$ cat config.mk
export PLATFORM = sky130hd
export DESIGN_NAME = maj5_early_voter
export DESIGN_NICKNAME = d
export VERILOG_FILES = /design/src/rtl/maj5_pkg.sv /design/src/rtl/maj5_rep_store.sv /design/src/rtl/maj5_bit_vote.sv /design/src/rtl/maj5_lead_timer.sv /design/src/rtl/maj5_early_voter.sv
export SDC_FILE = /design/constraint.sdc
export NUM_CORES = 1
export LEC_CHECK = 0
export ABC_AREA = 1
export BUFFER_PORTS_ARGS = -buffer_cell sky130_fd_sc_hd__buf_2
export CAP_MARGIN = 20
export CORE_MARGIN = 2
export CORE_UTILIZATION = 23
export CTS_CLUSTER_DIAMETER = 150
export DETAILED_ROUTE_END_ITERATION = 12
export GPL_TIMING_DRIVEN = 1
export HOLD_SLACK_MARGIN = 0.06
export PLACE_DENSITY_LB_ADDON = 0.08
export SLEW_MARGIN = 25
export SYNTH_ARGS = -nofsm -noshare
export SYNTH_HDL_FRONTEND = slang
export SYNTH_SLANG_ARGS = --single-unit
export TNS_END_PERCENT = 10
$ cat constraint.sdc
create_clock -name clk_i -period 2.65 [get_ports clk_i]
set_clock_uncertainty 0.1 [all_clocks]
set_input_delay 0.265 -clock clk_i [delete_from_list [all_inputs] [get_ports clk_i]]
set_output_delay 0.265 -clock clk_i [all_outputs]
set_load 0.05 [all_outputs]
$ cat src/rtl/maj5_pkg.sv
package maj5_pkg;
  localparam int unsigned NUM_REP    = 5;
  localparam int unsigned EARLY_REP  = 3;
  localparam int unsigned HIST_DEPTH = NUM_REP - 1;
  localparam int unsigned IDX_W      = $clog2(NUM_REP + 1);
  typedef logic [IDX_W-1:0] rep_idx_t;
endpackage

$ cat src/rtl/maj5_rep_store.sv
module maj5_rep_store
  import maj5_pkg::*;
#(
  parameter int unsigned WORD_W = 40
) (
  input  logic                                  clk_i,
  input  logic                                  rst_ni,
  input  logic                                  frame_start_i,
  input  logic                                  word_valid_i,
  input  logic [WORD_W-1:0]                     word_i,
  output rep_idx_t                              idx_o,
  output logic                                  accept_o,
  output logic [HIST_DEPTH-1:0][WORD_W-1:0]     hist_o
);
  rep_idx_t cnt_q;

  // a frame start re-bases the word in the same cycle to copy one
  assign idx_o    = frame_start_i ? '0 : cnt_q;
  assign accept_o = word_valid_i && (idx_o < rep_idx_t'(NUM_REP));

  always_ff @(posedge clk_i or negedge rst_ni) begin
    if (!rst_ni)            cnt_q <= '0;
    else if (accept_o)      cnt_q <= idx_o + 1'b1;
    else if (frame_start_i) cnt_q <= '0;
  end

  for (genvar s = 0; s < HIST_DEPTH; s++) begin : g_slot
    logic [WORD_W-1:0] slot_q;
    always_ff @(posedge clk_i or negedge rst_ni) begin
      if (!rst_ni) slot_q <= '0;
      else if (accept_o && (idx_o == rep_idx_t'(s))) slot_q <= word_i;
    end
    assign hist_o[s] = slot_q;
  end

  a_r7_count_bound: assert property (@(posedge clk_i) disable iff (!rst_ni)
    cnt_q <= rep_idx_t'(NUM_REP));
  a_r6_restart: assert property (@(posedge clk_i) disable iff (!rst_ni)
    (frame_start_i && !word_valid_i) |=> (cnt_q == '0));
endmodule

$ cat src/rtl/maj5_bit_vote.sv
module maj5_bit_vote #(
  parameter int unsigned WORD_W   = 40,
  parameter int unsigned N_COPIES = 5
) (
  input  logic [N_COPIES-1:0][WORD_W-1:0] copies_i,
  output logic [WORD_W-1:0]               vote_o
);
  localparam int unsigned SUM_W  = $clog2(N_COPIES + 1);
  localparam int unsigned THRESH = N_COPIES / 2 + 1;

  for (genvar b = 0; b < WORD_W; b++) begin : g_bit
    logic [SUM_W-1:0] ones;
    always_comb begin
      ones = '0;
      for (int c = 0; c < N_COPIES; c++) ones = ones + SUM_W'(copies_i[c][b]);
    end
    assign vote_o[b] = (ones >= SUM_W'(THRESH));
  end
endmodule

$ cat src/rtl/maj5_lead_timer.sv
module maj5_lead_timer #(
  parameter int unsigned LEAD_W = 2
) (
  input  logic              clk_i,
  input  logic              rst_ni,
  input  logic              clear_i,
  input  logic              load_i,
  input  logic [LEAD_W-1:0] lead_sel_i,
  input  logic              bit_en_i,
  output logic              early_n_o
);
  localparam int unsigned LEAD_MAX = (1 << LEAD_W) - 1;

  logic [LEAD_W-1:0] wait_q, wait_init;
  logic              armed_q, early_n_q;

  // larger lead means fewer bit periods of wait
  assign wait_init = LEAD_W'(LEAD_MAX) - lead_sel_i;

  always_ff @(posedge clk_i or negedge rst_ni) begin
    if (!rst_ni) begin
      wait_q    <= '0;
      armed_q   <= 1'b0;
      early_n_q <= 1'b1;
    end else if (clear_i) begin
      armed_q   <= 1'b0;
      early_n_q <= 1'b1;
    end else if (load_i) begin
      if (wait_init == '0) begin
        early_n_q <= 1'b0;
      end else begin
        armed_q <= 1'b1;
        wait_q  <= wait_init;
      end
    end else if (armed_q && bit_en_i) begin
      if (wait_q == LEAD_W'(1)) begin
        early_n_q <= 1'b0;
        armed_q   <= 1'b0;
      end else begin
        wait_q <= wait_q - 1'b1;
      end
    end
  end

  assign early_n_o = early_n_q;

  a_r6_clear_high: assert property (@(posedge clk_i) disable iff (!rst_ni)
    clear_i |=> early_n_o);
  a_r9_hold_low: assert property (@(posedge clk_i) disable iff (!rst_ni)
    (!early_n_o && !clear_i) |=> !early_n_o);
  a_r5_fall_cause: assert property (@(posedge clk_i) disable iff (!rst_ni)
    $fell(early_n_o) |-> ($past(load_i) || $past(bit_en_i)));
endmodule

$ cat src/rtl/maj5_early_voter.sv
module maj5_early_voter
  import maj5_pkg::*;
#(
  parameter int unsigned WORD_W = 40,
  parameter int unsigned LEAD_W = 2
) (
  input  logic              clk_i,
  input  logic              rst_ni,
  input  logic              frame_start_i,
  input  logic              word_valid_i,
  input  logic [WORD_W-1:0] word_i,
  input  logic              early_mode_i,
  input  logic [LEAD_W-1:0] lead_sel_i,
  input  logic              bit_en_i,
  output logic [WORD_W-1:0] voted_o,
  output logic              voted_valid_o,
  output logic              early_n_o
);
  rep_idx_t                              idx;
  logic                                  accept;
  logic [HIST_DEPTH-1:0][WORD_W-1:0]     hist;
  logic [NUM_REP-1:0][WORD_W-1:0]        copies;
  logic [WORD_W-1:0]                     vote;
  logic                                  agree, early_hit, final_hit;
  logic                                  decided_q, valid_q;
  logic [WORD_W-1:0]                     voted_q;

  maj5_rep_store #(.WORD_W(WORD_W)) u_store (
    .clk_i        (clk_i),
    .rst_ni       (rst_ni),
    .frame_start_i(frame_start_i),
    .word_valid_i (word_valid_i),
    .word_i       (word_i),
    .idx_o        (idx),
    .accept_o     (accept),
    .hist_o       (hist)
  );

  assign copies = {word_i, hist};

  maj5_bit_vote #(.WORD_W(WORD_W), .N_COPIES(NUM_REP)) u_vote (
    .copies_i(copies),
    .vote_o  (vote)
  );

  always_comb begin
    agree = 1'b1;
    for (int k = 0; k < EARLY_REP - 1; k++) agree = agree && (hist[k] == word_i);
  end

  assign early_hit = accept && (idx == rep_idx_t'(EARLY_REP - 1)) && early_mode_i && agree;
  assign final_hit = accept && (idx == rep_idx_t'(NUM_REP - 1)) && !decided_q;

  always_ff @(posedge clk_i or negedge rst_ni) begin
    if (!rst_ni) begin
      decided_q <= 1'b0;
      valid_q   <= 1'b0;
      voted_q   <= '0;
    end else begin
      decided_q <= early_hit || (decided_q && !frame_start_i);
      valid_q   <= early_hit || final_hit;
      if (early_hit)      voted_q <= word_i;
      else if (final_hit) voted_q <= vote;
    end
  end

  assign voted_o       = voted_q;
  assign voted_valid_o = valid_q;

  maj5_lead_timer #(.LEAD_W(LEAD_W)) u_lead (
    .clk_i     (clk_i),
    .rst_ni    (rst_ni),
    .clear_i   (frame_start_i),
    .load_i    (early_hit),
    .lead_sel_i(lead_sel_i),
    .bit_en_i  (bit_en_i),
    .early_n_o (early_n_o)
  );

  // one decision per frame
  logic seen_q;
  always_ff @(posedge clk_i or negedge rst_ni) begin
    if (!rst_ni) seen_q <= 1'b0;
    else         seen_q <= !frame_start_i && (seen_q || voted_valid_o);
  end

  a_r7_one_valid: assert property (@(posedge clk_i) disable iff (!rst_ni)
    voted_valid_o |-> !seen_q);
  a_r3_valid_pulse: assert property (@(posedge clk_i) disable iff (!rst_ni)
    voted_valid_o |=> !voted_valid_o);
  a_r5_early_after_vote: assert property (@(posedge clk_i) disable iff (!rst_ni)
    $fell(early_n_o) |-> (seen_q || voted_valid_o));
  a_r2_no_early_mode0: assert property (@(posedge clk_i) disable iff (!rst_ni)
    (accept && !early_mode_i && idx == rep_idx_t'(EARLY_REP - 1) && early_n_o) |=> early_n_o);
endmodule

Word level (Yosys, flattened, before mapping)
Cells that the tools add are included.
- flip-flop bits (word level): 209
- logic and storage cells: 268
- add/sub/neg operators: 163
- order comparisons: 41
- equality and inequality tests: 11
- muxes and demuxes: 16
- bitwise logic cells: 1
- reduce and logical (&&, ||, !) cells: 25
- operators by type and width (kind ; number):
    3-bit by 1-bit adder with 3-bit output ; 120
    3-bit by 2-bit >= comparator with 1-bit output, second input constant ; 40
    1-bit by 1-bit adder with 2-bit output ; 40
    40-bit equality test ; 2
    40-bit two-way mux ; 2
    1-bit logical AND ; 12
    1-bit two-way mux ; 8
    2-bit two-way mux ; 4
    3-bit by 2-bit equality test with 1-bit output, second input constant ; 2
    3-bit two-way mux ; 2
    3-bit AND reduction ; 2
    3-bit nonzero test ; 2
    2-bit != test, second input constant ; 2
    4-bit AND reduction ; 1
    2-bit nonzero test ; 2
    3-bit by 1-bit adder with 3-bit output, second input constant ; 1
    3-bit by 1-bit equality test with 1-bit output, second input constant ; 1
    3-bit equality test, second input constant ; 1
    3-bit logical NOT ; 1
    3-bit < comparator, second input constant ; 1
    3-bit by 2-bit != test with 1-bit output, second input constant ; 1
    3-bit != test, second input constant ; 1
    2-bit by 1-bit equality test with 1-bit output, second input constant ; 1
    1-bit logical NOT ; 2
    5 further kinds ; 6

Depth between registers and ports, before layout
Gate-level depths: netlist (run 1).
- depth in word-level cells: 8
- gate-level depth with buffers: 15
- depth with buffers taken out: 15

By module
Synthesis (run 1) repeated with hierarchy kept, for this count alone.
- cells, all modules: 1962
- area total of the unflattened synthesis: 14453.9 um^2
- modules (own cells, without submodules) (module ; instances ; cells an instance ; area each (um^2) ; sequential area each (um^2)):
    maj5_rep_store ; 1 ; 630 ; 6149.6 ; 4078.9
    maj5_bit_vote ; 1 ; 612 ; 4340.4 ; 0.0
    maj5_early_voter ; 1 ; 683 ; 3704.8 ; 1051.0
    maj5_lead_timer ; 1 ; 37 ; 259.0 ; 101.3

Worst setup path before layout (run 1)
OpenSTA, ideal clock, no wires.
- kind: register to register
- start: register u_store.g_slot[1].slot_q[15]
- end: register voted_q[15] (netlist: voted_o[15])
- library setup time: 0.069 ns
- data arrival time: 2.137 ns
- data required time: 2.481 ns
- slack: 0.344 ns
- cell stages (with the launch flop): 11
- path buffers: 0
- clock period less this slack: 2.306 ns
- cell sequence: dfrtp_1 ha_1 inv_1 fa_1 inv_1 ha_1 inv_1 fa_1 o21ai_0 nand2_1 nand3_1
- longest elaborated chain between the ends: 7
- ends and longest elaborated chain (element ; line ; text):
    from (decl) ; maj5_rep_store.sv:28 ; logic [WORD_W-1:0] slot_q;
    from (signal assigned) ; maj5_rep_store.sv:31 ; else if (accept_o && (idx_o == rep_idx_t'(s))) slot_q <= word_i;
    1-bit by 1-bit adder with 2-bit output ; maj5_bit_vote.sv:15 ; for (int c = 0; c < N_COPIES; c++) ones = ones + SUM_W'(copies_i[c][b]);
    3-bit by 1-bit adder with 3-bit output (3 in a row) ; maj5_bit_vote.sv:15 ;
    3-bit by 2-bit >= comparator with 1-bit output ; maj5_bit_vote.sv:17 ; assign vote_o[b] = (ones >= SUM_W'(THRESH));
    40-bit two-way mux ; maj5_early_voter.sv:63 ; else if (final_hit) voted_q <= vote;
    40-bit two-way mux ; maj5_early_voter.sv:62 ; if (early_hit) voted_q <= word_i;
    to (signal assigned) ; maj5_early_voter.sv:62 ;
    to (signal assigned) ; maj5_early_voter.sv:63 ;
    to (decl) ; maj5_early_voter.sv:26 ; logic [WORD_W-1:0] voted_q;
Several ways; a longest one is shown, not always the timed one. The select of a mux whose other input is x is not followed.
A chain may end at the register's enable or synchronous reset.

Worst setup path in the final report (run 1)
- start: register u_store.g_slot[1].slot_q[31]
- end: register voted_q[31] (netlist: voted_o[31])
The elaborated chain is that of the path after synthesis.

==> results by group, run 1 <==
Run status
  – Status: completed

Final layout
  – Fillers: 6586
  – Ant. Diodes: 0
  – Area growth from synthesis to layout: 21.8%
  – Most frequent cells in the layout: nand2_1 (602), inv_1 (380), o21ai_0 (211)
  – Layout cell share with drive strength beyond 1: about a tenth
  – Most common cell after layout, fill and taps aside: nand2_1
  – Nets: 2215

Clock tree
  – Clock root buffer: clkbuf_16
  – H-tree levels: 1
  – Post_cts resized: 0
  – Post-CTS setup buffer count: 0
  – CTS clk-pin slew, worst paths: roughly 0.060 ns
  – CTS tree: yes
  – Inserted Clock Buffers: 31
  – Max clock buf depth: 3
  – Clk Latency, worst-skew pair: approximately 0.59 ns
  – Clk sinks: between 200 and 250

Synthesis
  – Number of flops mapped to enable cells by yosys: 0
  – Synth Register Bits: approximately 210
  – Syn Std Cell Area: roughly 14000 um^2
  – Cell variety after synth: 23
  – Post-synth top flop: dfrtp_1
  – Syn avg cell area: around 7.6 um^2
  – Register area share after synthesis: between 30 and 40%
  – YS warnings: 0
  – Post-Syn Instances: 1843
  – Yosys top cell area share: between 30% and 40%
  – Ys async rst share: 100%
  – Yosys top cell by area: dfrtp_1
  – Syn_nets: a little over 2k
  – Area contributors post-synth: dfrtp_1 (37%), nand2_1 (16%), fa_1 (11%)

Setup path
  – Reg2reg path depth: 10
  – Worst r2r src: u_store.g_slot[1].slot_q[31]
  – Kind of end point of the critical path: flop
  – Crit path to: voted_o[31]
  – End of the worst register-to-register path: voted_o[31]
  – Worst EP required: 3.05 ns
  – Reg2reg setup slack: ~0.16 ns
  – CP Data Arrival Time: 2.89 ns
  – WS Path Type: flop to flop
  – Crit path from: u_store.g_slot[1].slot_q[31]
  – Worst-path maximum fanout: 5
  – Startpoint types: flop

Job
  – Max_cap viols: 0

Timing
  – Final hold vios: 0
  – Setup TNS: 0 ns
  – Slew Limit Fails: 0
  – Crit share post-route: 94.0%
  – Tightest Pin Transition: ~0.54 ns
  – Unrepaired setup endpoints after global routing: no
  – Worst slew margin: about 64%
  – FMAX: roughly 400 MHz
  – Setup violations, final: 0
  – Min cycle time layout: approximately 2.5 ns

Power
  – Clk pwr share: around 28%
  – Total power: 15.3 mW
  – Switching share of power: between 40 and 50%
  – Maximum VDD drop: between 0.5 and 0.6 mV
  – Sequential power share: about 32%
  – P per Cell Area: about 900 nW/um^2
  – Int Power: a little over 9 mW
  – Leak: around 8.9 nW
  – Switch Pwr: 6.23 mW
  – Combinational power share: between 40% and 50%

Placed design
  – HPWL after DPL: 31900 um
  – I/O Buffers: about 90
  – GP Congestion: roughly 0.77

Floorplan
  – Die Wd: 251 um
  – Core Rows: 90
  – Die area: 63100 um^2
  – Die height: around 250 um
  – Initial core utilization: a little under a quarter
  – Ports: 90
  – Core Region: ~60000 um^2

Global route
  – GRT Residual Overflow: 0
  – GR peak layer: met2
  – GRT Total Usage: 14.1%
  – Vias in the first global route: about 11k
  – Global-route wire length before repair: slightly below 70000 um
  – Met3 Use GR: a little over 2%
  – Met2 Use GR: between 20% and 30%
  – Largest net degree at the start of global routing: 81
  – Met1 usage: about 20%
  – Initial antenna violation count: 0

Detailed routing
  – DR DRC count: 0
  – Routed wire length: about 44000 um
  – Drt pass-1 iters: 4
  – Via density: slightly above 4
  – Initial DRC count: 592
  – DR vias: between 10k and 15k
  – Drt wl/cell: 15.6 um
  – Final ANT Viol Nets: 0

Worst hold path
  – Worst hold path type: primary input to asynchronous set/reset pin
==> worst max-delay path, cell delays in order, from the launching register on <==
cell     delay (ns)
dfrtp_1        0.44
ha_1           0.31
inv_1          0.05
fa_1           0.47
inv_1          0.04
ha_1           0.17
inv_1          0.07
fa_1           0.40
o21ai_0        0.19
nand2_1        0.09
nand3_1        0.09
==> final cells by class <==
type / instances / area [um^2] / share of cell area (%)
clock inverters: 8 / 100 / 0.585
flip-flops and latches: 209 / 5230 / 30.6
multi-input cells: 1189 / 7110 / 41.5
inverters: 399 / 1500 / 8.75
repair buffers: 171 / 1260 / 7.37
clock buffers: 49 / 943 / 5.51
well taps: 782 / 978 / 5.72
==> cell usage after synthesis, types with 9 or more instances <==
cell,count
clkbuf_1,37
dfrtp_1,208
nand4_1,9
xor2_1,13
inv_1,380
fa_1,80
nor2_1,95
inv_2,19
xnor2_1,19
o21ai_0,211
nand2_1,603
nand3_1,61
ha_1,86
==> stage by stage <==
stage / utilization (%) / instance area [um^2] / setup slack [ns] / cells / hold WS (ns)
3_3_place_gp: 25.9 / 15600 / 0.181 / 2704 / 0.181
3_5_place_dp: 25.9 / 15600 / 0.159 / 2704 / 0.177
6_report: 28.4 / 17100 / 0.159 / 2807 / 0.141
4_1_cts: 28.4 / 17100 / 0.152 / 2807 / 0.131
5_1_grt: 28.4 / 17100 / 0.00466 / 2807 / 0.172
2_1_floorplan: - / 14100 / 0.344 / 1843 / -0.131
==> worst min-delay path by stage <==
| stage | end | slack [ns] | depth (start not counted) |
|---|---|---|---|
| after global routing | voted_o[18] | 0.17 | 2 |
| after detailed placement | voted_o[14] | 0.18 | 1 |
| after global placement | voted_o[13] | 0.18 | 1 |
| after floorplan | decided_q | -0.13 | 0 |
| after CTS | voted_o[12] | 0.13 | 2 |
| final | voted_o[12] | 0.14 | 2 |
==> power by group through the flow <==
stage	combinational (mW)	clock [mW]	sequential [mW]
floorplan	4.12	0	5.30
global placement	6.23	0	4.95
detailed placement	6.32	0	4.96
CTS	6.42	4.40	4.92
global route	7.53	4.53	5.06
finish	6.21	4.23	4.91
==> routing by layer <==
layer,vias up,share of wire (%)
li1,5851,-
met1,5312,50
met2,151,44
met3,51,3.1
met4,0,2.3
met5,-,0
==> logic make-up (layout without fill, tap and decap cells) <==
group           after synthesis  count (layout)  synth area share, %
compound gates              214             214                 7.62
xor+xnor                     32              32                 1.99
fa+ha+maj                   166             166                 19.0
buf+inv                     445             627                 12.3
flops                       209             209                 37.2
simple gates                777             777                 21.8
==> timing repair <==
item                                   4_1_cts  5_1_grt
endpoints found under the hold margin      304        0
hold buffers                                46        0
setup endpoints to repair                    0        0
==> state kept, by name, summed over array words and instances (netlist names) <==
register               count
u_store.g_slot.slot_q    160
voted_o                   40
u_store.cnt_q              3
u_lead.wait_q              2
decided_q                  1
u_lead.armed_q             1
u_lead.early_n_o           1
voted_valid_o              1
(Power assumes the default switching activity.)
==> run 2, diff against run 1 <==
- CORE_UTILIZATION: 23 -> 40
- clock period: 2.65 -> 2.76 ns (I/O delays scaled with it)
==> run 2 against run 1 <==
Net effect: non-clock buffer count decreased by 16; largest cell class unchanged; register-to-register slack improved by 0.15 ns; worst hold slack gained 0.10 ns; cell area decreased by 3.8%; sequential cell count unchanged; sequential power fell by 4.3%; power down 7.9%.
==> results by group, run 2 (synthesis results as in run 1) <==
Run status
  – Status: completed

Timing
  – Unrepaired setup endpoints after global routing: no
  – Setup TNS: 0 ns
  – Tightest Pin Transition: 0.635 ns
  – Crit share post-route: around 90%
  – Setup violations, final: 0
  – Slew Limit Fails: 0
  – Final hold vios: 0
  – FMAX: about 400 MHz
  – Min cycle time layout: 2.46 ns
  – Post-route setup slack: between 0.3 and 0.4 ns
  – Worst slew margin: 57.6%

Setup path
  – Crit path depth: 10
  – Most common cell on crit path: inv_1
  – Kind of end point of the critical path: flop
  – Cell family with most CP delay: adder cells
  – Crit-path cells: ha_1 -> inv_1 -> fa_1 -> inv_1 -> ha_1 -> inv_1 -> fa_1 -> o21ai_0 -> nand2_1 -> nand3_1
  – Buf+Inv Stages, Crit Path: 3
  – CP Data Arrival Time: approximately 2.8 ns
  – Worst-path maximum fanout: 5
  – WS Path Type: flop to flop
  – CP peak stage delay: ~0.47 ns
  – Worst EP required: 3.13 ns
  – Reg2reg path depth: 10
  – Slowest stage cell, crit path: fa_1
  – Startpoint types: flop

Detailed routing
  – Final ANT Viol Nets: 0
  – Routed wire length: roughly 37000 um
  – Drt wl/cell: 15.2 um
  – Met3 WL: 1640 um
  – DR vias: approximately 11k
  – Initial DRC count: about 560
  – DR DRC count: 0
  – Met1 wire length: roughly 17000 um
  – Via density: around 4.6
  – Drt pass-1 iters: 5
  – Top Metal Used: met4
  – Met2 WL post-DR: between 15000 and 20000 um

Final layout
  – Ant. Diodes: 0
  – Layout cell share with drive strength beyond 1: a little under a tenth
  – Area growth from synthesis to layout: 17.2%
  – Most common cell after layout, fill and taps aside: nand2_1
  – Max reg flops: between 150 and 200
  – Post-route insts no fill: 2454
  – Top reg by flops: u_store.g_slot.slot_q
  – Most frequent cells in the layout: nand2_1 (602), inv_1 (380), o21ai_0 (211)
  – Final core utilization: 47.7%
  – Nets: roughly 2.2k

Global route
  – Largest net degree at the start of global routing: between 80 and 90
  – GRT Residual Overflow: 0
  – Global-route wire length before repair: approximately 60000 um
  – GRT Total Usage: 21.3%
  – Initial antenna violation count: 0
  – Vias in the first global route: 11.1k

Clock tree
  – Max clock buf depth: 3
  – Clock root buffer: clkbuf_16
  – Clk sinks: 209
  – Post-CTS setup buffer count: 0
  – Clk Latency, worst-skew pair: approximately 0.53 ns
  – CTS clk-pin slew, worst paths: approximately 0.060 ns
  – CTS tree: yes
  – Inserted Clock Buffers: 27
  – H-tree levels: 1

Power
  – Total power: between 10 and 15 mW
  – Maximum VDD drop: approximately 0.57 mV
  – P per Cell Area: roughly 860 nW/um^2
  – Leak: 8.80 nW

Floorplan
  – Initial core utilization: about two fifths
  – Die Wd: roughly 190 um
  – Die area: about 37000 um^2
  – Die height: around 190 um
  – Ports: 90
  – Core Rows: between 60 and 70
  – Core Region: 34500 um^2

Placed design
  – Placed cells: about 2.4k
  – I/O Buffers: 89
  – GP Congestion: between 0.8 and 0.9
  – Placement Setup Slack: approximately 0.28 ns
  – HPWL after DPL: 27200 um

Job
  – Max_cap viols: 0

Worst hold path
  – Worst hold path type: primary input to asynchronous set/reset pin
## run 2: changes by cell type in the layout (fill, tap and decap cells not counted)
cell,change
clkbuf_8,-3
inv_6,-2
clkbuf_16,-4
buf_12,+4
clkinvlp_4,-1
buf_4,-20
clkinv_2,+2
clkbuf_1,-2
## run 2: area by class of cell
type                       count  area, um^2
clock inverter                 7        85.1
multi-input combinational   1189        7110
tap                          455         569
fill                        3525       18100
sequential                   209        5230
timing repair buffer         155        1190
clock buffer                  40         795
inverter                     399        1500
## run 2: metal layers
layer | vias to the layer above | GRT usage (%)
met2 | 172 | 35.4
met3 | 44 | 2.83
li1 | 5788 | -
met1 | 5266 | 29.2
met5 | - | 0
met4 | 0 | 5.47
## run 2: power breakdown
part / internal (mW) / total, mW / leakage [nW] / switching [mW]
combinational: 2.25 / 5.91 / 5.67 / 3.66
clock: 2.16 / 3.52 / 0.438 / 1.37
sequential: 3.99 / 4.70 / 2.69 / 0.711
## run 2: worst paths after layout
check	startpoint	end	slack, ns
max	u_store.g_slot[0].slot_q[35]	voted_o[35]	0.30
min	rst_ni	u_store.g_slot[3].slot_q[36]	0.24
max reg2reg	u_store.g_slot[0].slot_q[35]	voted_o[35]	0.30
min reg2reg	u_lead.early_n_o	u_lead.early_n_o	0.37
max in group asynchronous	rst_ni	u_lead.early_n_o	1.50
min in group clk_i	u_lead.early_n_o	u_lead.early_n_o	0.37
## run 2: through the flow
step,hold WS (ns),instance area (um^2)
floorplan,-0.120,14100
global placement,0.225,15100
detailed placement,0.225,15100
CTS,0.254,16500
global route,0.282,16500
finish,0.241,16500
## run 2: repair_timing
item	CTS	global route
hold endpoints to repair	160	0
hold buffers	46	0
gates resized for setup	0	0
setup endpoints to repair	0	0
